$ cat config.mk
export PLATFORM = sky130hd
export DESIGN_NAME = sbc_mode_ctrl
export DESIGN_NICKNAME = d
export VERILOG_FILES = /design/src/rtl/sbc_mode_pkg.sv /design/src/rtl/sbc_mode_hold_timer.sv /design/src/rtl/sbc_mode_next.sv /design/src/rtl/sbc_mode_outmap.sv /design/src/rtl/sbc_mode_ctrl.sv
export SDC_FILE = /design/constraint.sdc
export NUM_CORES = 1
export LEC_CHECK = 0
export ABC_CLOCK_PERIOD_IN_PS = 2770
export BUFFER_PORTS_ARGS = -buffer_cell sky130_fd_sc_hd__buf_2
export CORE_MARGIN = 8
export CORE_UTILIZATION = 48
export CTS_CLUSTER_SIZE = 8
export DETAILED_ROUTE_END_ITERATION = 6
export GPL_TIMING_DRIVEN = 0
export HOLD_SLACK_MARGIN = 0.08
export PLACE_DENSITY = 0.76
export RECOVER_POWER = 25
export SLEW_MARGIN = 20
export SYNTH_ARGS = -nofsm -noshare
export SYNTH_HDL_FRONTEND = slang
export SYNTH_SLANG_ARGS = --single-unit
$ cat constraint.sdc
create_clock -name clk -period 2.77 [get_ports clk]
set_input_delay 0.277 -clock clk [delete_from_list [all_inputs] [get_ports clk]]
set_output_delay 0.277 -clock clk [all_outputs]
set_load 0.01 [all_outputs]
$ cat src/rtl/sbc_mode_pkg.sv
// Shared types for the mode controller.
// Assumes: mode and command encodings below are visible to software and fixed.
package sbc_mode_pkg;

    typedef enum logic [2:0] {
        ST_RESET   = 3'd0,
        ST_NREQ    = 3'd1,
        ST_NORMAL  = 3'd2,
        ST_STANDBY = 3'd3,
        ST_STOP    = 3'd4,
        ST_SLEEP   = 3'd5
    } sbc_state_e;

    localparam logic [2:0] CMD_NORMAL  = 3'd1;
    localparam logic [2:0] CMD_STANDBY = 3'd2;
    localparam logic [2:0] CMD_STOP    = 3'd3;
    localparam logic [2:0] CMD_SLEEP   = 3'd4;

    typedef struct packed {
        logic rst_n;
        logic reg1_on;
        logic reg1_lp;
        logic reg2_on;
        logic wd_run;
        logic can_act;
        logic can_wake;
        logic osc_hi;
    } sbc_ctrl_t;

endpackage

$ cat src/rtl/sbc_mode_hold_timer.sv
// Counts the length of the Reset hold.
// Reloads while the mode is not Reset or a reload is requested, counts down
// otherwise; done is high on the last hold cycle.
// Assumes: HOLD_CYCLES >= 2.
module sbc_mode_hold_timer #(
    parameter int HOLD_CYCLES = 8
) (
    input  logic clk,
    input  logic rst_n,
    input  logic reload,
    output logic done
);
    localparam int CW = $clog2(HOLD_CYCLES + 1);
    localparam logic [CW-1:0] LOAD_VAL = CW'(HOLD_CYCLES - 1);

    logic [CW-1:0] cnt_q;

    // Reload or count down toward zero
    always_ff @(posedge clk) begin
        if (!rst_n || reload) begin
            cnt_q <= LOAD_VAL;
        end else if (cnt_q != '0) begin
            cnt_q <= cnt_q - 1'b1;
        end
    end

    assign done = (cnt_q == '0);

    p_hold_range_r1: assert property (@(posedge clk) disable iff (!rst_n)
        cnt_q <= LOAD_VAL);

    p_hold_reload_r2: assert property (@(posedge clk) disable iff (!rst_n)
        reload |=> (cnt_q == LOAD_VAL));

endmodule

$ cat src/rtl/sbc_mode_next.sv
// Next-mode decision for the controller.
// Applies the priority fault > watchdog > wake > command and the per-mode
// acceptance rules; unaccepted commands leave the mode unchanged.
// Assumes: hold_done comes from the Reset hold timer.
module sbc_mode_next
    import sbc_mode_pkg::*;
(
    input  sbc_state_e cur,
    input  logic       cmd_valid,
    input  logic [2:0] cmd_code,
    input  logic       wake_evt,
    input  logic       fault_rst,
    input  logic       wdt_expired,
    input  logic       hold_done,
    output sbc_state_e nxt
);
    logic       cmd_run;
    sbc_state_e cmd_tgt;

    // Map a command code to a target mode and flag whether it is a known code
    always_comb begin
        cmd_run = cmd_valid;
        cmd_tgt = cur;
        unique case (cmd_code)
            CMD_NORMAL:  cmd_tgt = ST_NORMAL;
            CMD_STANDBY: cmd_tgt = ST_STANDBY;
            CMD_STOP:    cmd_tgt = ST_STOP;
            CMD_SLEEP:   cmd_tgt = ST_SLEEP;
            default:     cmd_run = 1'b0;
        endcase
    end

    // Per-mode transition rules
    always_comb begin
        nxt = cur;
        unique case (cur)
            ST_RESET: begin
                if (!fault_rst && hold_done) nxt = ST_NREQ;
            end
            ST_NREQ: begin
                if (fault_rst || wdt_expired) nxt = ST_RESET;
                else if (cmd_run && (cmd_tgt == ST_NORMAL || cmd_tgt == ST_STANDBY))
                    nxt = cmd_tgt;
            end
            ST_NORMAL, ST_STANDBY: begin
                if (fault_rst || wdt_expired) nxt = ST_RESET;
                else if (cmd_run) nxt = cmd_tgt;
            end
            ST_STOP: begin
                if (fault_rst) nxt = ST_RESET;
                else if (wake_evt) nxt = ST_NREQ;
            end
            ST_SLEEP: begin
                if (wake_evt) nxt = ST_RESET;
            end
            default: nxt = ST_RESET;
        endcase
    end

endmodule

$ cat src/rtl/sbc_mode_outmap.sv
// Decodes the mode into regulator, watchdog, CAN and oscillator controls.
// Assumes: purely combinational, so outputs follow the state register.
module sbc_mode_outmap
    import sbc_mode_pkg::*;
(
    input  sbc_state_e cur,
    output sbc_ctrl_t  ctrl
);
    // One control word per mode
    always_comb begin
        unique case (cur)
            ST_RESET:   ctrl = '{rst_n:1'b0, reg1_on:1'b1, reg1_lp:1'b0, reg2_on:1'b0,
                                 wd_run:1'b0, can_act:1'b0, can_wake:1'b0, osc_hi:1'b1};
            ST_NREQ:    ctrl = '{rst_n:1'b1, reg1_on:1'b1, reg1_lp:1'b0, reg2_on:1'b1,
                                 wd_run:1'b1, can_act:1'b0, can_wake:1'b0, osc_hi:1'b1};
            ST_NORMAL:  ctrl = '{rst_n:1'b1, reg1_on:1'b1, reg1_lp:1'b0, reg2_on:1'b1,
                                 wd_run:1'b1, can_act:1'b1, can_wake:1'b0, osc_hi:1'b1};
            ST_STANDBY: ctrl = '{rst_n:1'b1, reg1_on:1'b1, reg1_lp:1'b0, reg2_on:1'b0,
                                 wd_run:1'b1, can_act:1'b0, can_wake:1'b1, osc_hi:1'b1};
            ST_STOP:    ctrl = '{rst_n:1'b1, reg1_on:1'b1, reg1_lp:1'b1, reg2_on:1'b0,
                                 wd_run:1'b0, can_act:1'b0, can_wake:1'b1, osc_hi:1'b0};
            ST_SLEEP:   ctrl = '{rst_n:1'b1, reg1_on:1'b0, reg1_lp:1'b0, reg2_on:1'b0,
                                 wd_run:1'b0, can_act:1'b0, can_wake:1'b1, osc_hi:1'b0};
            default:    ctrl = '{rst_n:1'b0, reg1_on:1'b1, reg1_lp:1'b0, reg2_on:1'b0,
                                 wd_run:1'b0, can_act:1'b0, can_wake:1'b0, osc_hi:1'b1};
        endcase
    end

endmodule

$ cat src/rtl/sbc_mode_ctrl.sv
// Operating mode controller of a system basis controller.
// Holds the mode register, times the Reset hold and drives the supply,
// watchdog, CAN and oscillator controls from the mode.
// Assumes: all inputs are synchronous to clk; cmd_valid is a one-cycle strobe.
module sbc_mode_ctrl
    import sbc_mode_pkg::*;
#(
    parameter int RST_CYCLES = 16
) (
    input  logic       clk,
    input  logic       rst_n,
    input  logic       cmd_valid,
    input  logic [2:0] cmd_code,
    input  logic       wake_evt,
    input  logic       fault_rst,
    input  logic       wdt_expired,
    output logic [2:0] mode_code,
    output logic       sys_rst_n,
    output logic       reg1_en,
    output logic       reg1_low_pwr,
    output logic       reg2_en,
    output logic       wdt_run,
    output logic       can_active,
    output logic       can_wake_en,
    output logic       osc_hi_acc
);
    sbc_state_e state_q, state_d;
    sbc_ctrl_t  ctrl;
    logic       hold_done;
    logic       hold_reload;

    // Reload the hold outside Reset and on a fault inside it
    assign hold_reload = (state_q != ST_RESET) || fault_rst;

    sbc_mode_hold_timer #(.HOLD_CYCLES(RST_CYCLES)) u_hold (
        .clk    (clk),
        .rst_n  (rst_n),
        .reload (hold_reload),
        .done   (hold_done)
    );

    sbc_mode_next u_next (
        .cur         (state_q),
        .cmd_valid   (cmd_valid),
        .cmd_code    (cmd_code),
        .wake_evt    (wake_evt),
        .fault_rst   (fault_rst),
        .wdt_expired (wdt_expired),
        .hold_done   (hold_done),
        .nxt         (state_d)
    );

    // Mode register
    always_ff @(posedge clk) begin
        if (!rst_n) state_q <= ST_RESET;
        else        state_q <= state_d;
    end

    sbc_mode_outmap u_map (
        .cur  (state_q),
        .ctrl (ctrl)
    );

    assign mode_code    = state_q;
    assign sys_rst_n    = ctrl.rst_n;
    assign reg1_en      = ctrl.reg1_on;
    assign reg1_low_pwr = ctrl.reg1_lp;
    assign reg2_en      = ctrl.reg2_on;
    assign wdt_run      = ctrl.wd_run;
    assign can_active   = ctrl.can_act;
    assign can_wake_en  = ctrl.can_wake;
    assign osc_hi_acc   = ctrl.osc_hi;

    p_nreq_entry_r1: assert property (@(posedge clk) disable iff (!rst_n)
        (state_d == ST_NREQ && state_q != ST_NREQ) |->
            (state_q == ST_RESET || state_q == ST_STOP));

    p_wdt_reset_r5: assert property (@(posedge clk) disable iff (!rst_n)
        (wdt_expired && (state_q == ST_NREQ || state_q == ST_NORMAL || state_q == ST_STANDBY))
            |=> (mode_code == 3'd0));

    p_stop_wake_r6: assert property (@(posedge clk) disable iff (!rst_n)
        (state_q == ST_STOP && wake_evt && !fault_rst) |=> (mode_code == 3'd1));

    p_sleep_hold_r7: assert property (@(posedge clk) disable iff (!rst_n)
        (state_q == ST_SLEEP && !wake_evt) |=> (mode_code == 3'd5));

    p_reg2_needs_reg1_r10: assert property (@(posedge clk) disable iff (!rst_n)
        reg2_en |-> (reg1_en && !reg1_low_pwr));

    p_can_excl_r11: assert property (@(posedge clk) disable iff (!rst_n)
        !(can_active && can_wake_en));

    p_rst_no_wd_r11: assert property (@(posedge clk) disable iff (!rst_n)
        !sys_rst_n |-> !wdt_run);

    p_lowosc_r12: assert property (@(posedge clk) disable iff (!rst_n)
        !osc_hi_acc |-> (!wdt_run && !reg2_en));

endmodule

==> results of run 1 <==
power breakdown:
part           switching (uW)  internal [uW]  leakage [uW]
registers                11.0            124     0.0000650
clock network            37.7           49.4     0.0000138
logic                    76.8           63.4      0.000274
total                     126            237      0.000353
cell type report:
class	instances	area, um2	area share (%)
inverters	6	22.52	2.961
flip-flops and latches	8	160.2	21.05
clock buffers	3	22.52	2.961
multi-input cells	65	437.9	57.57
plain buffers	2	7.507	0.9868
repair buffers	19	91.34	12.01
well taps	15	18.77	2.467
sequential cells by signal, indices dropped and copies added, names as in the netlist:
register	flops
mode_code	3
u_hold.cnt_q	5
cell usage after synthesis, drive strengths merged:
cell type,instances,area (um2)
a211o,2,17.52
nor2,8,30.03
xor2,1,8.760
nor4,2,12.51
ha,5,62.56
mux2i,1,10.01
o31ai,1,7.510
nand2,8,30.03
o32a,1,10.01
o21a,1,7.510
or3,1,6.260
or2,1,6.260
nor2b,4,25.02
a21oi,2,10.01
nor3b,2,15.01
xnor2,3,26.28
o311a,1,10.01
or4b,1,10.01
o221a,1,11.26
dfxtp,8,160.2
a21o,1,7.510
o211a,1,10.01
and2,2,12.51
a211oi,2,15.01
o21ai,7,35.03
a31oi,1,6.260
nor3,3,15.01
buf,1,3.750
or3b,1,11.26
a31o,1,8.760
clkbuf,1,3.750
inv,6,22.52
worst max-delay path: stages (launching register included):
cell and delay (ns):
dfxtp_1 0.36, clkbuf_1 0.34, inv_1 0.12, ha_1 0.39, o31ai_1 0.24, buf_2 0.17
metal layers:
layer	track usage [%]	vias up	wire, um
li1	-	336	-
met1	14.61	297	724
met2	18.60	14	636
met3	4.830	4	93
met4	3.879	0	25
met5	0	-	0
stage by stage:
step / std cells / utilization [%]
after detailed placement: 115 / 58.48
after CTS: 118 / 60.26
after global routing: 118 / 59.96
final: 118 / 59.96
after global placement: 115 / 58.48
after floorplan: 81 / -
cell families after synthesis:
kind of cell,Yosys count
AO/OA/AOI/OAI,22
XOR/XNOR,4
adder cells (fa/ha/maj),5
buffers and inverters,8
flip-flops,8
multiplexers,1
AND/OR/NAND/NOR,33
worst min-delay path by stage:
stage                                             from                      endpoint  slack, ns  depth (start not counted)
final                                            rst_n     mode_code[2]$_SDFFE_PN0P_       0.31                          2
after global routing                             rst_n     mode_code[2]$_SDFFE_PN0P_       0.30                          2
after CTS                                        rst_n     mode_code[2]$_SDFFE_PN0P_       0.30                          2
after detailed placement  u_hold.cnt_q[3]$_SDFFE_PP1P_  u_hold.cnt_q[3]$_SDFFE_PP1P_       0.51                          2
after global placement    u_hold.cnt_q[1]$_SDFFE_PP1P_  u_hold.cnt_q[1]$_SDFFE_PP1P_       0.50                          2
after floorplan                                  rst_n     mode_code[2]$_SDFFE_PN0P_       0.42                          1
==> flow_summary_export.csv, run 1 <==
group,metric,value,unit
logic_synthesis,syn_avg_cell_area,7.754,um2
route,drc_errors,0,
route,vias,651,
logic_synthesis,synthSimpleGateAreaFrac,27.69,%
placement,hpwl,1167,um
sta,rsz0062_at_grt,"false",
logic_synthesis,yosys.cell_types.count,33,
hold_path,worstHoldPathType,"input pin to register",
clocking,post_cts_resized,0,
sta,setup_viol,0,
route,wire_per_inst,12.53,um
clocking,tritoncts,"built",
logic_synthesis,synth.area.mux_share,1.594,%
critical_path,reg2reg_to,"mode_code[2]$_SDFFE_PN0P_",
logic_synthesis,synth_fa_ha_area_share,9.960,%
floorplanning,rows,13,
floorplanning,die_area,2722,um2
clocking,postCtsSetupRepairBufs,0,
floorplanning,die_width,52.18,um
power,power_leakage,0.0003525,uW
cells_and_area,area_growth,21.12,%
power,power.total,362.1,uW
global_routing,grt_max_degree,11,
clocking,cts_made_buffers,3,
global_routing,grt_pass1_vias,593,
critical_path,crit_path_start,"mode_code[1]$_SDFFE_PN0P_",
critical_path,cp-end-kind,"output pin",
flow_run,cap_violations,0,
critical_path,required,2.49,ns
cells_and_area,fin_area,760.7,um2
sta,finalClockSkew,0.003557,ns
sta,fin_ws,0.6298,ns
critical_path,critPathKind,"register to output pin",
power,cellPowerDensity,476.0,nW/um2
sta,tightest_slew,0.4767,ns
cells_and_area,drive_gt1_share,22.33,%
sta,worst_hold_slack,0.3065,ns
logic_synthesis,ys_ff_latch,8,
clocking,clock_latency,0.25,ns
global_routing,grt_usage,11.96,%
cells_and_area,mostFrequentLayoutCell,"buf_2",
critical_path,crit_arrival,1.86,ns
critical_path,rr_worst_depth,7,
clocking,clk_pin_slew,0.05,ns
route,wirelength,1479,um
power,vdd_drop_max,0.3234,mV
global_routing,antenna_found_initial,0,
critical_path,r2r_slack,0.67,ns
logic_synthesis,yosysWarnings,0,
clocking,clockBufferDepth,2,
route,firstDrtPassIters,4,
critical_path,endpoint,"reg2_en",
floorplanning,design.core.area,1269,um2
clocking,clock-sinks,8,
sta,period_minus_slack,2.140,ns
logic_synthesis,synth-xor-area-share,5.578,%
logic_synthesis,synth-compound-area-share,24.90,%
placement,place_area,742.0,um2
critical_path,r2r-start,"u_hold.cnt_q[0]$_SDFFE_PP1P_",
clocking,root_buffer,"clkbuf_4",
route,ant_nets,0,
logic_synthesis,syn_area,628.1,um2
placement,port_buffers,19,
placement,gp_congestion,0.7530,
clocking,cts_max_level,1,
placement,pre_cts_slack,0.7015,ns
sta,maxClockFrequency,467.3,MHz
critical_path,cp_max_fo,10,
sta,fin_crit_sh,77.26,%
logic_synthesis,synthCells,81,
route,drt_iter0_markers,7,
floorplanning,die_h,52.18,um
global_routing,grt_pass1_wl,2553,um
cells_and_area,final_cell_mix,"buf_2, nand2_1, nor2_1, dfxtp_1",
sta,finalHoldViolations,0,
cells_and_area,antenna_cells,0,
floorplanning,floorplan.initialDensity,49.51,%
logic_synthesis,ys_seq_area_share,25.50,%
sta,finalMaxSlewViolations,0,
floorplanning,io_pins,20,
logic_synthesis,synth_nets,95,
route,vias_per_cell,5.517,
cells_and_area,fillers,114,
cells_and_area,final_nets,119,
run_status,outcome,"finished clean",
logic_synthesis,synth_top_family_by_area,"simple AND/OR/NAND/NOR gates",
sta,fin_setup_tns,0,ns
global_routing,grt_overflow,0,
sta,relSlewSlack,68.22,%
clocking,ctsHoldBuffers,0,
critical_path,cp-start-kind,"register",
(Power assumes the default switching activity.)
==> run 2: changes to the inputs <==
--- a/config.mk
+++ b/config.mk
@@ -5,15 +5,16 @@
 export SDC_FILE = /design/constraint.sdc
 export NUM_CORES = 1
 export LEC_CHECK = 0
-export ABC_CLOCK_PERIOD_IN_PS = 2770
+export ABC_AREA = 1
+export ABC_CLOCK_PERIOD_IN_PS = 2100
 export BUFFER_PORTS_ARGS = -buffer_cell sky130_fd_sc_hd__buf_2
 export CORE_MARGIN = 8
-export CORE_UTILIZATION = 48
+export CORE_UTILIZATION = 50
 export CTS_CLUSTER_SIZE = 8
 export DETAILED_ROUTE_END_ITERATION = 6
 export GPL_TIMING_DRIVEN = 0
 export HOLD_SLACK_MARGIN = 0.08
-export PLACE_DENSITY = 0.76
+export PLACE_DENSITY = 0.77
 export RECOVER_POWER = 25
 export SLEW_MARGIN = 20
 export SYNTH_ARGS = -nofsm -noshare
==> constraint.sdc (replaced) <==
create_clock -name clk -period 2.1 [get_ports clk]
set_input_delay 0.21 -clock clk [delete_from_list [all_inputs] [get_ports clk]]
set_output_delay 0.21 -clock clk [all_outputs]
set_load 0.01 [all_outputs]
==> flow_summary_export.csv, run 2 <==
group,metric,value,unit
clocking,clock-sinks,8,
cells_and_area,fin_util,64.33,%
route,vias,728,
placement,place_area,818.3,um2
floorplanning,die_area,2866,um2
clocking,clockBufferDepth,2,
cells_and_area,fin_area,837.1,um2
critical_path,critPathTopFamily,"flip-flops",
floorplanning,die_h,53.54,um
global_routing,grt_pass1_vias,652,
sta,maxClockFrequency,561.6,MHz
floorplanning,design.core.area,1301,um2
clocking,post_cts_resized,0,
global_routing,grtUsageMet1,13.34,%
clocking,clk_pin_slew,0.05,ns
critical_path,cp_slowest_cell,"dfxtp_1",
global_routing,antenna_found_initial,0,
global_routing,grt-busiest-layer,"met2",
logic_synthesis,synthTopCellsByArea,"dfxtp_1, nand2_1, inv_1",
global_routing,gr-usage-met3,4.959,%
floorplanning,floorplan.initialDensity,54.13,%
route,wire_per_inst,10.15,um
cells_and_area,antenna_cells,0,
global_routing,grt_usage,11.31,%
cells_and_area,regMostFlops,"u_hold.cnt_q",
route,firstDrtPassIters,4,
power,vdd_drop_max,0.5161,mV
sta,rsz0062_at_grt,"false",
placement,hpwl,1266,um
critical_path,cp_max_fo,7,
logic_synthesis,syn_area,704.4,um2
placement,pre_cts_slack,0.5216,ns
sta,fin_ws,0.3193,ns
clocking,ctsHoldBuffers,0,
cells_and_area,mostFrequentLayoutCell,"nand2_1",
critical_path,crit_arrival,1.57,ns
hold_path,worstHoldPathType,"input pin to register",
clocking,tritoncts,"built",
critical_path,slowest_delay,0.49,ns
sta,setup_viol,0,
logic_synthesis,synthCells,111,
logic_synthesis,yosys.cell_types.count,21,
flow_run,cap_violations,0,
run_status,outcome,"finished clean",
clocking,cts_max_level,1,
critical_path,crit_buf_inv,2,
floorplanning,rows,13,
logic_synthesis,ys.flop_type,"dfxtp_1",
sta,finalClockSkew,0.007687,ns
clocking,clock_latency,0.25,ns
sta,relSlewSlack,76.68,%
logic_synthesis,synthDominantCellAreaShare,22.74,%
logic_synthesis,yosysWarnings,0,
critical_path,critPathKind,"register to output pin",
critical_path,reg2reg_to,"mode_code[1]$_SDFFE_PN0P_",
cells_and_area,final_cell_mix,"nand2_1, inv_1, buf_2",
route,ant_nets,0,
sta,tightest_slew,0.3479,ns
logic_synthesis,synthArstFlopShare,0,%
power,cellPowerDensity,972.8,nW/um2
critical_path,path_cells,"inv_2 > ha_1 > nand2_1 > nand4_1 > buf_2",
logic_synthesis,synthDominantAreaCellType,"dfxtp_1",
route,drc_errors,0,
cells_and_area,largest_reg_flops,5,
logic_synthesis,synth.most_common_cell,"nand2_1",
floorplanning,die_width,53.54,um
cells_and_area,area_growth,18.83,%
logic_synthesis,ys_seq_area_share,22.74,%
clocking,postCtsSetupRepairBufs,0,
sta,fin_setup_tns,0,ns
critical_path,cp-end-kind,"output pin",
clocking,cts_made_buffers,3,
logic_synthesis,ys_ff_latch,8,
sta,finalHoldViolations,0,
critical_path,r2r_slack,0.52,ns
route,drt_iter0_markers,13,
placement,port_buffers,19,
cells_and_area,drive_gt1_share,31.58,%
critical_path,cp.depth,5,
logic_synthesis,synth_nets,125,
sta,fin_crit_sh,84.80,%
critical_path,crit_path_start,"mode_code[1]$_SDFFE_PN0P_",
critical_path,endpoint,"reg1_en",
global_routing,met2_usage,19.14,%
clocking,root_buffer,"clkbuf_4",
critical_path,required,1.89,ns
route,wirelength,1502,um
power,power.total,814.3,uW
sta,finalMaxSlewViolations,0,
logic_synthesis,syn_avg_cell_area,6.346,um2
cells_and_area,final_nets,149,
power,power_leakage,0.0004594,uW
placement,gp_congestion,0.8398,
critical_path,r2r-start,"u_hold.cnt_q[0]$_SDFFE_PP1P_",
logic_synthesis,synth_common_cells,"nand2_1, inv_1, nor2_1, dfxtp_1, nand2_2",
route,vias_per_cell,4.919,
global_routing,grt_overflow,0,
critical_path,rr_worst_depth,11,
global_routing,grt_max_degree,9,
sta,period_minus_slack,1.781,ns
global_routing,grt_pass1_wl,2518,um
floorplanning,io_pins,20,
logic_synthesis,synth-edff-count,0,
critical_path,cp-start-kind,"register",
-- run 2: changes by cell type after synthesis, sizes merged, moves of 3 or more --
cell    delta
inv       +16
nand3      +8
nand2     +22
o211ai     +3
nor2b      -4
xnor2      -3
nor2      +12
-- run 2: through the flow --
step	hold slack, ns	std cells
after floorplan	0.3228	111
after global placement	0.4726	145
after detailed placement	0.4812	145
after CTS	0.2184	148
after global routing	0.2270	148
final	0.2226	148
-- run 2: area by class of cell --
class | count | area [um2]
Clock buffer | 3 | 22.52
Sequential cell | 8 | 160.2
Tap cell | 15 | 18.77
Multi-Input combinational cell | 81 | 461.7
Timing Repair Buffer | 19 | 91.34
Fill cell | 138 | 464.2
Inverter | 22 | 82.58
-- run 2: worst min path at each step --
stage,start,slack [ns],cells past startpoint,endpoint
final,rst_n,0.22,3,mode_code[1]$_SDFFE_PN0P_
after global routing,rst_n,0.23,3,mode_code[1]$_SDFFE_PN0P_
after CTS,rst_n,0.22,3,mode_code[1]$_SDFFE_PN0P_
after detailed placement,rst_n,0.48,3,mode_code[0]$_SDFFE_PN0P_
after global placement,rst_n,0.47,3,mode_code[1]$_SDFFE_PN0P_
after floorplan,fault_rst,0.32,2,u_hold.cnt_q[2]$_SDFFE_PP1P_
-- run 2: cells by family (layout without fill, tap and decap cells) --
logic type               after synthesis  in the layout  synth area share, %
AO/OA/AOI/OAI                         13             13                10.83
XOR/XNOR                               1              1                1.244
adder cells (fa/ha/maj)                5              5                8.881
buffers and inverters                 22             44                11.72
flip-flops                             8              8                22.73
AND/OR/NAND/NOR                       62             62                44.58
-- run 2: report_power, final --
part	total (uW)	leakage, uW	switching (uW)	internal [uW]
combinational	479	0.000380	296	183
sequential	221	0.0000654	44.3	177
clock	114	0.0000138	48.5	65.1
-- run 2: worst register-to-register path: cells and delay by family (launching register included) --
kind	cells	cell delay, ns
AND/OR/NAND/NOR	5	0.53
buffers and inverters	3	0.24
flip-flops	1	0.32
AO/OA/AOI/OAI	2	0.25
adder cells (fa/ha/maj)	1	0.16
-- run 2: layer usage --
layer | share of wire, % | vias up
met2 | 47 | 19
met1 | 48 | 319
met4 | 0 | 0
met5 | 0 | -
met3 | 5.6 | 0
li1 | - | 390
